File: config.mk
export PLATFORM = sky130hd
export DESIGN_NAME = i2c_byte_seq
export DESIGN_NICKNAME = d
export VERILOG_FILES = /design/src/rtl/i2c_seq_pkg.sv /design/src/rtl/i2c_seq_fifo.sv /design/src/rtl/i2c_seq_fsm.sv /design/src/rtl/i2c_byte_seq.sv
export SDC_FILE = /design/constraint.sdc
export NUM_CORES = 1
export LEC_CHECK = 0
export BUFFER_PORTS_ARGS = -buffer_cell sky130_fd_sc_hd__buf_2
export CORE_MARGIN = 3
export CORE_UTILIZATION = 55
export CTS_BUF_LIST = sky130_fd_sc_hd__clkbuf_8
export DETAILED_ROUTE_END_ITERATION = 12
export GPL_TIMING_DRIVEN = 0
export PLACE_DENSITY = 0.78
export SYNTH_ARGS = -nofsm -noshare
export SYNTH_HDL_FRONTEND = slang
export SYNTH_SLANG_ARGS = --single-unit
File: constraint.sdc
create_clock -name clk_i -period 3.2 [get_ports clk_i]
set_clock_uncertainty 0.05 [all_clocks]
set_input_delay 0.48 -clock clk_i [delete_from_list [all_inputs] [get_ports clk_i]]
set_output_delay 0.48 -clock clk_i [all_outputs]
set_load 0.02 [all_outputs]
File: src/rtl/i2c_seq_pkg.sv
package i2c_seq_pkg;
  typedef enum logic [1:0] {
    OP_START = 2'd0,
    OP_WRITE = 2'd1,
    OP_READ  = 2'd2,
    OP_STOP  = 2'd3
  } eng_op_e;

  typedef enum logic [2:0] {
    ST_IDLE, ST_ADDR, ST_TX, ST_TXWAIT, ST_RX, ST_HELD, ST_STOP
  } seq_state_e;

  localparam int CB_DIR    = 0;
  localparam int CB_MASTER = 1;
  localparam int CB_NORM   = 2;
  localparam int CB_ACKEN  = 3;
  localparam int CB_HOLD   = 4;
  localparam int CB_CLR    = 6;
endpackage

File: src/rtl/i2c_seq_fifo.sv
module i2c_seq_fifo #(
  parameter int WIDTH = 8,
  parameter int DEPTH = 16,
  localparam int CW = $clog2(DEPTH + 1)
) (
  input  logic             clk_i,
  input  logic             rst_ni,
  input  logic             flush_i,
  input  logic             push_i,
  input  logic [WIDTH-1:0] data_i,
  input  logic             pop_i,
  output logic [WIDTH-1:0] data_o,
  output logic [CW-1:0]    count_o,
  output logic             full_o,
  output logic             empty_o
);
  localparam int AW = (DEPTH > 1) ? $clog2(DEPTH) : 1;

  logic [WIDTH-1:0] mem_q [DEPTH];
  logic [AW-1:0]    wptr_q, rptr_q;
  logic [CW-1:0]    cnt_q;
  logic             do_push, do_pop;

  assign empty_o = (cnt_q == '0);
  assign full_o  = (cnt_q == CW'(DEPTH));
  assign do_pop  = pop_i & ~empty_o;
  assign do_push = push_i & (~full_o | do_pop);
  assign data_o  = mem_q[rptr_q];
  assign count_o = cnt_q;

  function automatic logic [AW-1:0] nxt(input logic [AW-1:0] p);
    return (p == AW'(DEPTH - 1)) ? '0 : p + 1'b1;
  endfunction

  always_ff @(posedge clk_i) begin
    if (do_push && !flush_i) mem_q[wptr_q] <= data_i;
  end

  always_ff @(posedge clk_i or negedge rst_ni) begin
    if (!rst_ni) begin
      wptr_q <= '0;
      rptr_q <= '0;
      cnt_q  <= '0;
    end else if (flush_i) begin
      wptr_q <= '0;
      rptr_q <= '0;
      cnt_q  <= '0;
    end else begin
      if (do_push) wptr_q <= nxt(wptr_q);
      if (do_pop)  rptr_q <= nxt(rptr_q);
      case ({do_push, do_pop})
        2'b10:   cnt_q <= cnt_q + 1'b1;
        2'b01:   cnt_q <= cnt_q - 1'b1;
        default: cnt_q <= cnt_q;
      endcase
    end
  end

  AST_FIFO_BOUND: assert property (@(posedge clk_i) disable iff (!rst_ni)
    cnt_q <= CW'(DEPTH)) else $error("fifo count beyond depth");
  AST_FLUSH_EMPTY: assert property (@(posedge clk_i) disable iff (!rst_ni)
    flush_i |=> empty_o) else $error("flush left data");
  AST_FULL_NO_GROW: assert property (@(posedge clk_i) disable iff (!rst_ni)
    full_o && push_i && !pop_i && !flush_i |=> full_o && $stable(wptr_q)) else $error("push into full fifo");
endmodule

File: src/rtl/i2c_seq_fsm.sv
module i2c_seq_fsm
  import i2c_seq_pkg::*;
(
  input  logic    clk_i,
  input  logic    rst_ni,
  input  logic    start_i,
  input  logic    dir_i,
  input  logic    hold_i,
  input  logic    fifo_empty_i,
  input  logic    size_zero_i,
  input  logic    size_one_i,
  input  logic    eng_done_i,
  input  logic    eng_nack_i,
  output logic    eng_req_o,
  output eng_op_e eng_op_o,
  output logic    eng_last_o,
  output logic    tx_pop_o,
  output logic    rx_push_o,
  output logic    size_dec_o,
  output logic    comp_o,
  output logic    nack_o,
  output logic    busy_o
);
  seq_state_e state_q, state_d;
  logic       nacked_q, nacked_d;

  always_comb begin
    state_d    = state_q;
    nacked_d   = nacked_q;
    eng_req_o  = 1'b0;
    eng_op_o   = OP_START;
    eng_last_o = 1'b0;
    tx_pop_o   = 1'b0;
    rx_push_o  = 1'b0;
    size_dec_o = 1'b0;
    comp_o     = 1'b0;
    nack_o     = 1'b0;
    unique case (state_q)
      ST_IDLE: if (start_i) begin
        state_d  = ST_ADDR;
        nacked_d = 1'b0;
      end
      ST_ADDR: begin
        eng_req_o = 1'b1;
        eng_op_o  = OP_START;
        if (eng_done_i) begin
          if (eng_nack_i) begin
            nack_o   = 1'b1;
            nacked_d = 1'b1;
            state_d  = ST_STOP;
          end else begin
            state_d = dir_i ? ST_RX : ST_TX;
          end
        end
      end
      ST_TX: begin
        if (!fifo_empty_i) begin
          eng_req_o = 1'b1;
          eng_op_o  = OP_WRITE;
          if (eng_done_i) begin
            tx_pop_o = 1'b1;
            if (eng_nack_i) begin
              nack_o   = 1'b1;
              nacked_d = 1'b1;
              state_d  = ST_STOP;
            end
          end
        end else if (hold_i) begin
          comp_o  = 1'b1;  // refill request, clock stretched
          state_d = ST_TXWAIT;
        end else begin
          state_d = ST_STOP;
        end
      end
      ST_TXWAIT: begin
        if (start_i)            state_d = ST_ADDR;
        else if (!fifo_empty_i) state_d = ST_TX;
        else if (!hold_i)       state_d = ST_STOP;
      end
      ST_RX: begin
        if (!size_zero_i) begin
          eng_req_o  = 1'b1;
          eng_op_o   = OP_READ;
          eng_last_o = size_one_i;  // count alone picks the NACKed byte
          if (eng_done_i) begin
            rx_push_o  = 1'b1;
            size_dec_o = 1'b1;
          end
        end else if (hold_i) begin
          comp_o  = 1'b1;
          state_d = ST_HELD;
        end else begin
          state_d = ST_STOP;
        end
      end
      ST_HELD: begin
        if (start_i)      state_d = ST_ADDR;
        else if (!hold_i) state_d = ST_STOP;
      end
      ST_STOP: begin
        eng_req_o = 1'b1;
        eng_op_o  = OP_STOP;
        if (eng_done_i) begin
          comp_o   = ~nacked_q;
          nacked_d = 1'b0;
          state_d  = ST_IDLE;
        end
      end
      default: state_d = ST_IDLE;
    endcase
  end

  always_ff @(posedge clk_i or negedge rst_ni) begin
    if (!rst_ni) begin
      state_q  <= ST_IDLE;
      nacked_q <= 1'b0;
    end else begin
      state_q  <= state_d;
      nacked_q <= nacked_d;
    end
  end

  assign busy_o = (state_q != ST_IDLE);

  AST_DONE_ONLY_REQ: assert property (@(posedge clk_i) disable iff (!rst_ni)
    eng_done_i |-> eng_req_o) else $error("done without request");
  AST_NACK_TO_STOP: assert property (@(posedge clk_i) disable iff (!rst_ni)
    nack_o |=> (state_q == ST_STOP) && !comp_o) else $error("nack not followed by stop");
  AST_HELD_NO_STOP: assert property (@(posedge clk_i) disable iff (!rst_ni)
    (state_q == ST_HELD) && hold_i && !start_i |=> (state_q == ST_HELD)) else $error("held bus released");
endmodule

File: src/rtl/i2c_byte_seq.sv
module i2c_byte_seq
  import i2c_seq_pkg::*;
#(
  parameter int FIFO_DEPTH = 16,
  parameter int DATA_W     = 8,
  parameter int SIZE_W     = 8,
  parameter int ADDR_W     = 10,
  parameter int NORM_W     = 7
) (
  input  logic              clk_i,
  input  logic              rst_ni,
  input  logic              ctrl_we_i,
  input  logic [7:0]        ctrl_wdata_i,
  output logic [7:0]        ctrl_o,
  input  logic              addr_we_i,
  input  logic [ADDR_W-1:0] addr_wdata_i,
  input  logic              size_we_i,
  input  logic [SIZE_W-1:0] size_wdata_i,
  output logic [SIZE_W-1:0] size_o,
  input  logic              data_we_i,
  input  logic [DATA_W-1:0] data_wdata_i,
  input  logic              data_re_i,
  output logic [DATA_W-1:0] data_rdata_o,
  output logic              rx_valid_o,
  output logic              bus_active_o,
  output logic              eng_req_o,
  output logic [1:0]        eng_op_o,
  output logic [ADDR_W-1:0] eng_addr_o,
  output logic              eng_ten_o,
  output logic              eng_rw_o,
  output logic [DATA_W-1:0] eng_wdata_o,
  output logic              eng_last_o,
  input  logic              eng_done_i,
  input  logic              eng_nack_i,
  input  logic [DATA_W-1:0] eng_rdata_i,
  output logic              ev_data_o,
  output logic              ev_comp_o,
  output logic              ev_nack_o,
  output logic              ev_txovf_o,
  output logic              ev_rxovf_o,
  output logic              ev_rxunf_o
);
  localparam int CW       = $clog2(FIFO_DEPTH + 1);
  localparam int DATA_THR = FIFO_DEPTH - 2;

  logic [7:0]        ctrl_q;
  logic [ADDR_W-1:0] addr_q;
  logic [SIZE_W-1:0] size_q;
  logic              dir, flush, start;
  logic              f_push, f_pop, f_full, f_empty;
  logic [DATA_W-1:0] f_din, f_dout;
  logic [CW-1:0]     f_cnt;
  logic              tx_pop, rx_push, size_dec, comp, nack;
  logic              txovf, rxovf, rxunf, thr_hit;
  eng_op_e           op;

  assign dir   = ctrl_q[CB_DIR];
  assign flush = ctrl_we_i & ctrl_wdata_i[CB_CLR];
  assign start = addr_we_i & ctrl_q[CB_MASTER];

  always_ff @(posedge clk_i or negedge rst_ni) begin
    if (!rst_ni) begin
      ctrl_q <= '0;
      addr_q <= '0;
      size_q <= '0;
    end else begin
      if (ctrl_we_i) ctrl_q <= ctrl_wdata_i;
      else           ctrl_q[CB_CLR] <= 1'b0;  // self-clearing
      if (addr_we_i) addr_q <= addr_wdata_i;
      if (size_we_i)     size_q <= size_wdata_i;
      else if (size_dec) size_q <= size_q - 1'b1;
    end
  end

  assign f_push = dir ? rx_push : data_we_i;
  assign f_din  = dir ? eng_rdata_i : data_wdata_i;
  assign f_pop  = dir ? data_re_i : tx_pop;

  i2c_seq_fifo #(.WIDTH(DATA_W), .DEPTH(FIFO_DEPTH)) u_fifo (
    .clk_i   (clk_i),
    .rst_ni  (rst_ni),
    .flush_i (flush),
    .push_i  (f_push),
    .data_i  (f_din),
    .pop_i   (f_pop),
    .data_o  (f_dout),
    .count_o (f_cnt),
    .full_o  (f_full),
    .empty_o (f_empty)
  );

  i2c_seq_fsm u_fsm (
    .clk_i        (clk_i),
    .rst_ni       (rst_ni),
    .start_i      (start),
    .dir_i        (dir),
    .hold_i       (ctrl_q[CB_HOLD]),
    .fifo_empty_i (f_empty),
    .size_zero_i  (size_q == '0),
    .size_one_i   (size_q == SIZE_W'(1)),
    .eng_done_i   (eng_done_i),
    .eng_nack_i   (eng_nack_i),
    .eng_req_o    (eng_req_o),
    .eng_op_o     (op),
    .eng_last_o   (eng_last_o),
    .tx_pop_o     (tx_pop),
    .rx_push_o    (rx_push),
    .size_dec_o   (size_dec),
    .comp_o       (comp),
    .nack_o       (nack),
    .busy_o       (bus_active_o)
  );

  assign txovf   = ~dir & data_we_i & f_full & ~tx_pop & ~flush;
  assign rxovf   = dir & rx_push & f_full & ~data_re_i & ~flush;
  assign rxunf   = dir & data_re_i & f_empty;
  // fill reaches threshold only on a push without a paired pop
  assign thr_hit = dir & rx_push & ~(data_re_i & ~f_empty) & ~flush &
                   (f_cnt == CW'(DATA_THR - 1));

  always_ff @(posedge clk_i or negedge rst_ni) begin
    if (!rst_ni) begin
      {ev_data_o, ev_comp_o, ev_nack_o, ev_txovf_o, ev_rxovf_o, ev_rxunf_o} <= '0;
    end else begin
      ev_data_o  <= thr_hit;
      ev_comp_o  <= comp;
      ev_nack_o  <= nack;
      ev_txovf_o <= txovf;
      ev_rxovf_o <= rxovf;
      ev_rxunf_o <= rxunf;
    end
  end

  assign ctrl_o       = ctrl_q;
  assign size_o       = dir ? size_q : SIZE_W'(f_cnt);
  assign data_rdata_o = (dir && !f_empty) ? f_dout : '0;
  assign rx_valid_o   = dir & ~f_empty;
  assign eng_op_o     = op;
  assign eng_wdata_o  = f_dout;
  assign eng_rw_o     = dir;
  assign eng_ten_o    = ~ctrl_q[CB_NORM];
  assign eng_addr_o   = ctrl_q[CB_NORM] ? {{(ADDR_W-NORM_W){1'b0}}, addr_q[NORM_W-1:0]} : addr_q;

  AST_CLR_PULSE: assert property (@(posedge clk_i) disable iff (!rst_ni)
    ctrl_q[CB_CLR] && !ctrl_we_i |=> !ctrl_q[CB_CLR]) else $error("clear bit stuck");
  AST_RX_COUNT_LIVE: assert property (@(posedge clk_i) disable iff (!rst_ni)
    eng_done_i && eng_req_o && (op == OP_READ) |-> size_q != '0) else $error("read past count");
  AST_TX_NO_RX_EVT: assert property (@(posedge clk_i) disable iff (!rst_ni)
    !dir |=> !ev_rxovf_o && !ev_data_o) else $error("rx event in tx mode");
endmodule

==> run summary <==
The run finished with clean final reports. The first detailed-routing pass ran for 5 iterations. TritonCTS built the clock tree. The detailed router placed 4973 vias in this run. Delay of the slowest cell on the worst path: 0.54 ns.

The filler cells instantiated in the layout total 985. For the number of max-cap violations, the log shows 0. The post-synthesis net count was 574; the utilization of the core after routing was 66.12%. The tools report the routed wire length as 17710 um.

Post-route cell area: 9285 um^2. In the synthesized netlist the dominant register cell turns out to be sky130_fd_sc_hd__edfxtp_1. The sequential cells in the finished layout cover a total of 5072 um^2.

For the worst setup path, the data required time is 2.67 ns. Total overflow reported by the global router: 0. Relative to the synthesized area, the layout overhead comes to 16.30%. The tools report the floorplan die area as 16000 um^2. The start-to-end type of the worst setup path is reg2out. The number of cells on the worst reg-to-reg path was 8. IR analysis of the VDD net gives a maximum drop of 348.9 uV. The first global-routing pass estimated 27460 um of wire.

The number of pins exceeding their max-slew limit in the final report is 0. The total placed cells including tap cells was 796. STA puts the critical path data arrival time at 2.63 ns. The run gives 12130 um as the sum of net half-perimeters after detailed placement.

The largest individual stage delay along the critical path comes from the cell sky130_fd_sc_hd__mux4_2. The clock reaches the later pin of the worst-skew pair after 0.46 ns. Library cell with the largest summed area after synthesis: sky130_fd_sc_hd__edfxtp_1.

The clock net in this run drives a total of 177 sinks. Together, buffers and inverters on the worst path number 3. The most frequent cell after synthesis was sky130_fd_sc_hd__edfxtp_1. Routed length per placed instance: 21.18 um. The analysis attributes to net switching a power of 2.358 mW.

Per report_power, the sequential group accounts for 41.2% of the total. The source of the worst register-to-register timing path is size_q[0]$_DFFE_PN0P_. During placement, the flow inserted port buffers numbering 104. Counting flops with an async set or reset pin after synthesis yields a share of 27.68%.

By count the netlist is led by sky130_fd_sc_hd__edfxtp_1 (128), sky130_fd_sc_hd__dfrtp_1 (49), sky130_fd_sc_hd__nand2_1 (34). The kind of cell with the highest combined delay along the critical path is multiplexers. The post-placement worst setup slack was -0.03862 ns. Critical path endpoint category: an output port. After synthesis, the cell types taking the most area are sky130_fd_sc_hd__edfxtp_1 (48%), sky130_fd_sc_hd__dfrtp_1 (15%), sky130_fd_sc_hd__mux4_2 (7.6%).

The vertical die dimension was 126.5 um; the synthesis warning total was 0. The synthesized netlist cell count was 512. In this run the critical register-to-register path is captured at u_fifo.mem_q[6][3]$_DFFE_PP_. Counting stages on the worst path, the most repeated cell is sky130_fd_sc_hd__mux4_2. The design draws 6.822 mW. In the final layout, the multi-input gates occupy 2641 um^2.

Walking the worst path, the cells encountered are buf_12, clkbuf_16, mux4_2, mux4_2, and3_1, buf_2. The logs give 26.47% for the relative slew slack and 43 for the number of placement rows. The final critical path takes up 98.63% of the cycle. The maximum achievable frequency came out at 316.8 MHz.

In this run switching power makes up 34.57% of total power. The setup slack after layout was 0.04390 ns; the starting density of the core was 56.86%. The CTS root buffer was sky130_fd_sc_hd__clkbuf_8. In this run the static leakage power is 3.522 nW. No sink is reached through more buffers than the 2 on the longest clock path. The logs give 63.50% for the portion of the post-synthesis area used by sequential elements and 8730 um^2 for the post-detailed-placement cell area. Combinational logic burns 37.1% of the power. The number of clock buffers inserted by TritonCTS was 17; the mean number of vias per cell was 5.949. The core region is 14040 um^2. Summed over all failing endpoints, the final setup total negative slack is 0 ns.

Setup violations remaining at the end of the flow were counted as 0. The residual DRC count is 0, and the portion of total power attributed to the clock network is 21.6%. The H-tree generated during clock tree synthesis spans 4 levels. The run gives 0 as the count of endpoints failing hold in the final timing report. The initial DRC count is 553, and the final instance count without filler cells is 836. The tools report the number of distinct standard cells referenced by the synthesized netlist as 65. The flop-to-flop setup slack is 0.20 ns.

The clock-pin slew of the registers on the worst-case setup and hold paths was 0.09 ns. The area of the mapped netlist is 7984 um^2. Hold repair after CTS inserted 0 buffers. For this run, the total global-route usage over all layers was measured as 22.65%. The logs give 4855 for the number of global-route vias before repair and 107 for the I/O pin total.

For the pin with the worst max-slew slack, the measured transition is 1.103 ns. Final antenna-violating net count: 0. The tightest min-delay check is of the in2async type. The antenna diode instance count was 0. The synthesized design contains 177 register bits. The pin count of the biggest net entering global routing was 50. At the end of the flow, the number of nets in the layout was 706. The share of Yosys cell area claimed by the top area cell type works out to 48.14%. The final weighted congestion in routability-driven placement came out at 0.9305. The die span in x works out to 126.5 um. Dividing the synthesized area by the synthesized cell count gives 15.59 um^2.

Along the worst path, the maximum fanout reaches 6. In the final layout, the share of cells above drive strength 1 is 37.20%. Cell internal power was estimated by the tool at 4.464 mW. For this design the ratio of total power to cell area is 734.7 nW/um^2. The type of origin of the critical path was a flip-flop.

The number of synthesized flops with an enable pin is 128. The tools report the initial antenna violation count as 0. The worst path needs 3.156 ns of the cycle, external delays included. Across all hold checks on the routed design, the worst slack comes to 0.1503 ns.
[timing repair]
| action | in CTS | in global routing |
|---|---|---|
| pin swaps | 0 | 1 |
| setup endpoints to repair | 16 | 41 |
| setup buffers | 0 | 7 |
| gates cloned | 0 | 3 |
| gates resized for setup | 13 | 16 |
[cells in the final DEF, fill, tap and decap left out, types with 4 or more instances in the layout]
cell type,Yosys,layout
sky130_fd_sc_hd__mux4_1,13,6
sky130_fd_sc_hd__nor2_2,4,8
sky130_fd_sc_hd__mux4_2,27,34
sky130_fd_sc_hd__nor3_1,4,4
sky130_fd_sc_hd__and2_1,14,14
sky130_fd_sc_hd__xnor2_1,4,4
sky130_fd_sc_hd__dfrtp_1,49,47
sky130_fd_sc_hd__xor2_1,4,4
sky130_fd_sc_hd__inv_1,18,18
sky130_fd_sc_hd__clkbuf_8,0,17
sky130_fd_sc_hd__o21ai_1,4,4
sky130_fd_sc_hd__a21oi_1,16,16
sky130_fd_sc_hd__inv_6,0,8
sky130_fd_sc_hd__mux2_2,27,27
sky130_fd_sc_hd__o21ai_0,23,23
sky130_fd_sc_hd__edfxtp_1,128,128
sky130_fd_sc_hd__nand3_1,7,7
sky130_fd_sc_hd__or3_1,5,5
sky130_fd_sc_hd__nor2b_1,5,5
sky130_fd_sc_hd__clkbuf_1,15,11
sky130_fd_sc_hd__mux2i_1,5,5
sky130_fd_sc_hd__and3_1,8,7
sky130_fd_sc_hd__buf_2,2,105
sky130_fd_sc_hd__buf_12,0,5
sky130_fd_sc_hd__buf_4,9,15
sky130_fd_sc_hd__ha_1,10,9
sky130_fd_sc_hd__nor2_1,18,14
sky130_fd_sc_hd__nand2_1,34,34
[area by class of cell]
type	count	area share, %
Buffer	31	2.439
Clock buffer	17	2.520
Clock inverter	14	1.550
Inverter	20	0.8085
Multi-Input combinational cell	283	28.45
Sequential cell	177	54.63
Tap cell	180	2.426
Timing Repair Buffer	114	7.182
[kinds of logic after synthesis]
kind of cell,after synthesis,synth area share [%]
simple gates,122,8.510
mux,72,16.33
fa+ha+maj,11,1.818
buf+inv,52,3.369
compound gates,70,5.595
flops,177,63.50
xor+xnor,8,0.8775
[registers in the layout, summed over array words and instances, names as in the netlist]
register and cells:
ctrl_o 8, addr_q 10, ev_rxunf_o 1, u_fifo.mem_q 128
u_fifo.wptr_q 4, ev_comp_o 1, u_fifo.rptr_q 4, size_q 8
u_fifo.count_o 5, u_fsm.nacked_q 1, ev_data_o 1, ev_nack_o 1
u_fsm.state_q 3, ev_rxovf_o 1, ev_txovf_o 1
[power by group through the flow]
stage / logic [mW] / clock network, mW / registers, mW
finish: 2.53 / 1.48 / 2.81
CTS: 2.29 / 1.50 / 2.80
global route: 2.72 / 1.59 / 2.83
detailed placement: 2.26 / 0 / 2.83
floorplan: 1.60 / 0 / 2.82
global placement: 2.21 / 0 / 2.82
[worst max-delay path by stage]
stage | from | endpoint | slack [ns] | cells after the start
after global placement | u_fifo.rptr_q[1]$_DFFE_PN0P_ | data_rdata_o[6] | 0.04 | 6
after detailed placement | u_fifo.rptr_q[1]$_DFFE_PN0P_ | data_rdata_o[6] | -0.04 | 6
after global routing | u_fifo.rptr_q[0]$_DFFE_PN0P_ | data_rdata_o[3] | -0.02 | 7
after floorplan | size_q[0]$_DFFE_PN0P_ | u_fifo.mem_q[12][0]$_DFFE_PP_ | 0.52 | 8
after CTS | u_fifo.rptr_q[0]$_DFFE_PN0P_ | data_rdata_o[0] | 0.001 | 6
final | u_fifo.rptr_q[0]$_DFFE_PN0P_ | data_rdata_o[2] | 0.04 | 6
[metal layers]
metal / vias to the layer above / routed length [um] / global-route usage, %
met5: - / 0 / 0
met4: 0 / 387 / 7.319
met3: 26 / 1282 / 4.926
met2: 216 / 8786 / 35.93
met1: 2494 / 7250 / 31.79
li1: 2237 / - / -
[worst register-to-register path, stage by stage, from the launching register on]
cell                      delay (ns)
sky130_fd_sc_hd__dfrtp_1        0.46
sky130_fd_sc_hd__inv_1          0.07
sky130_fd_sc_hd__ha_2           0.22
sky130_fd_sc_hd__nor3b_2        0.17
sky130_fd_sc_hd__a211o_1        0.36
sky130_fd_sc_hd__a21o_1         0.22
sky130_fd_sc_hd__buf_2          0.18
sky130_fd_sc_hd__or3_4          0.42
sky130_fd_sc_hd__nor2_2         0.48
Note: power is estimated with default switching activity, not from simulation.
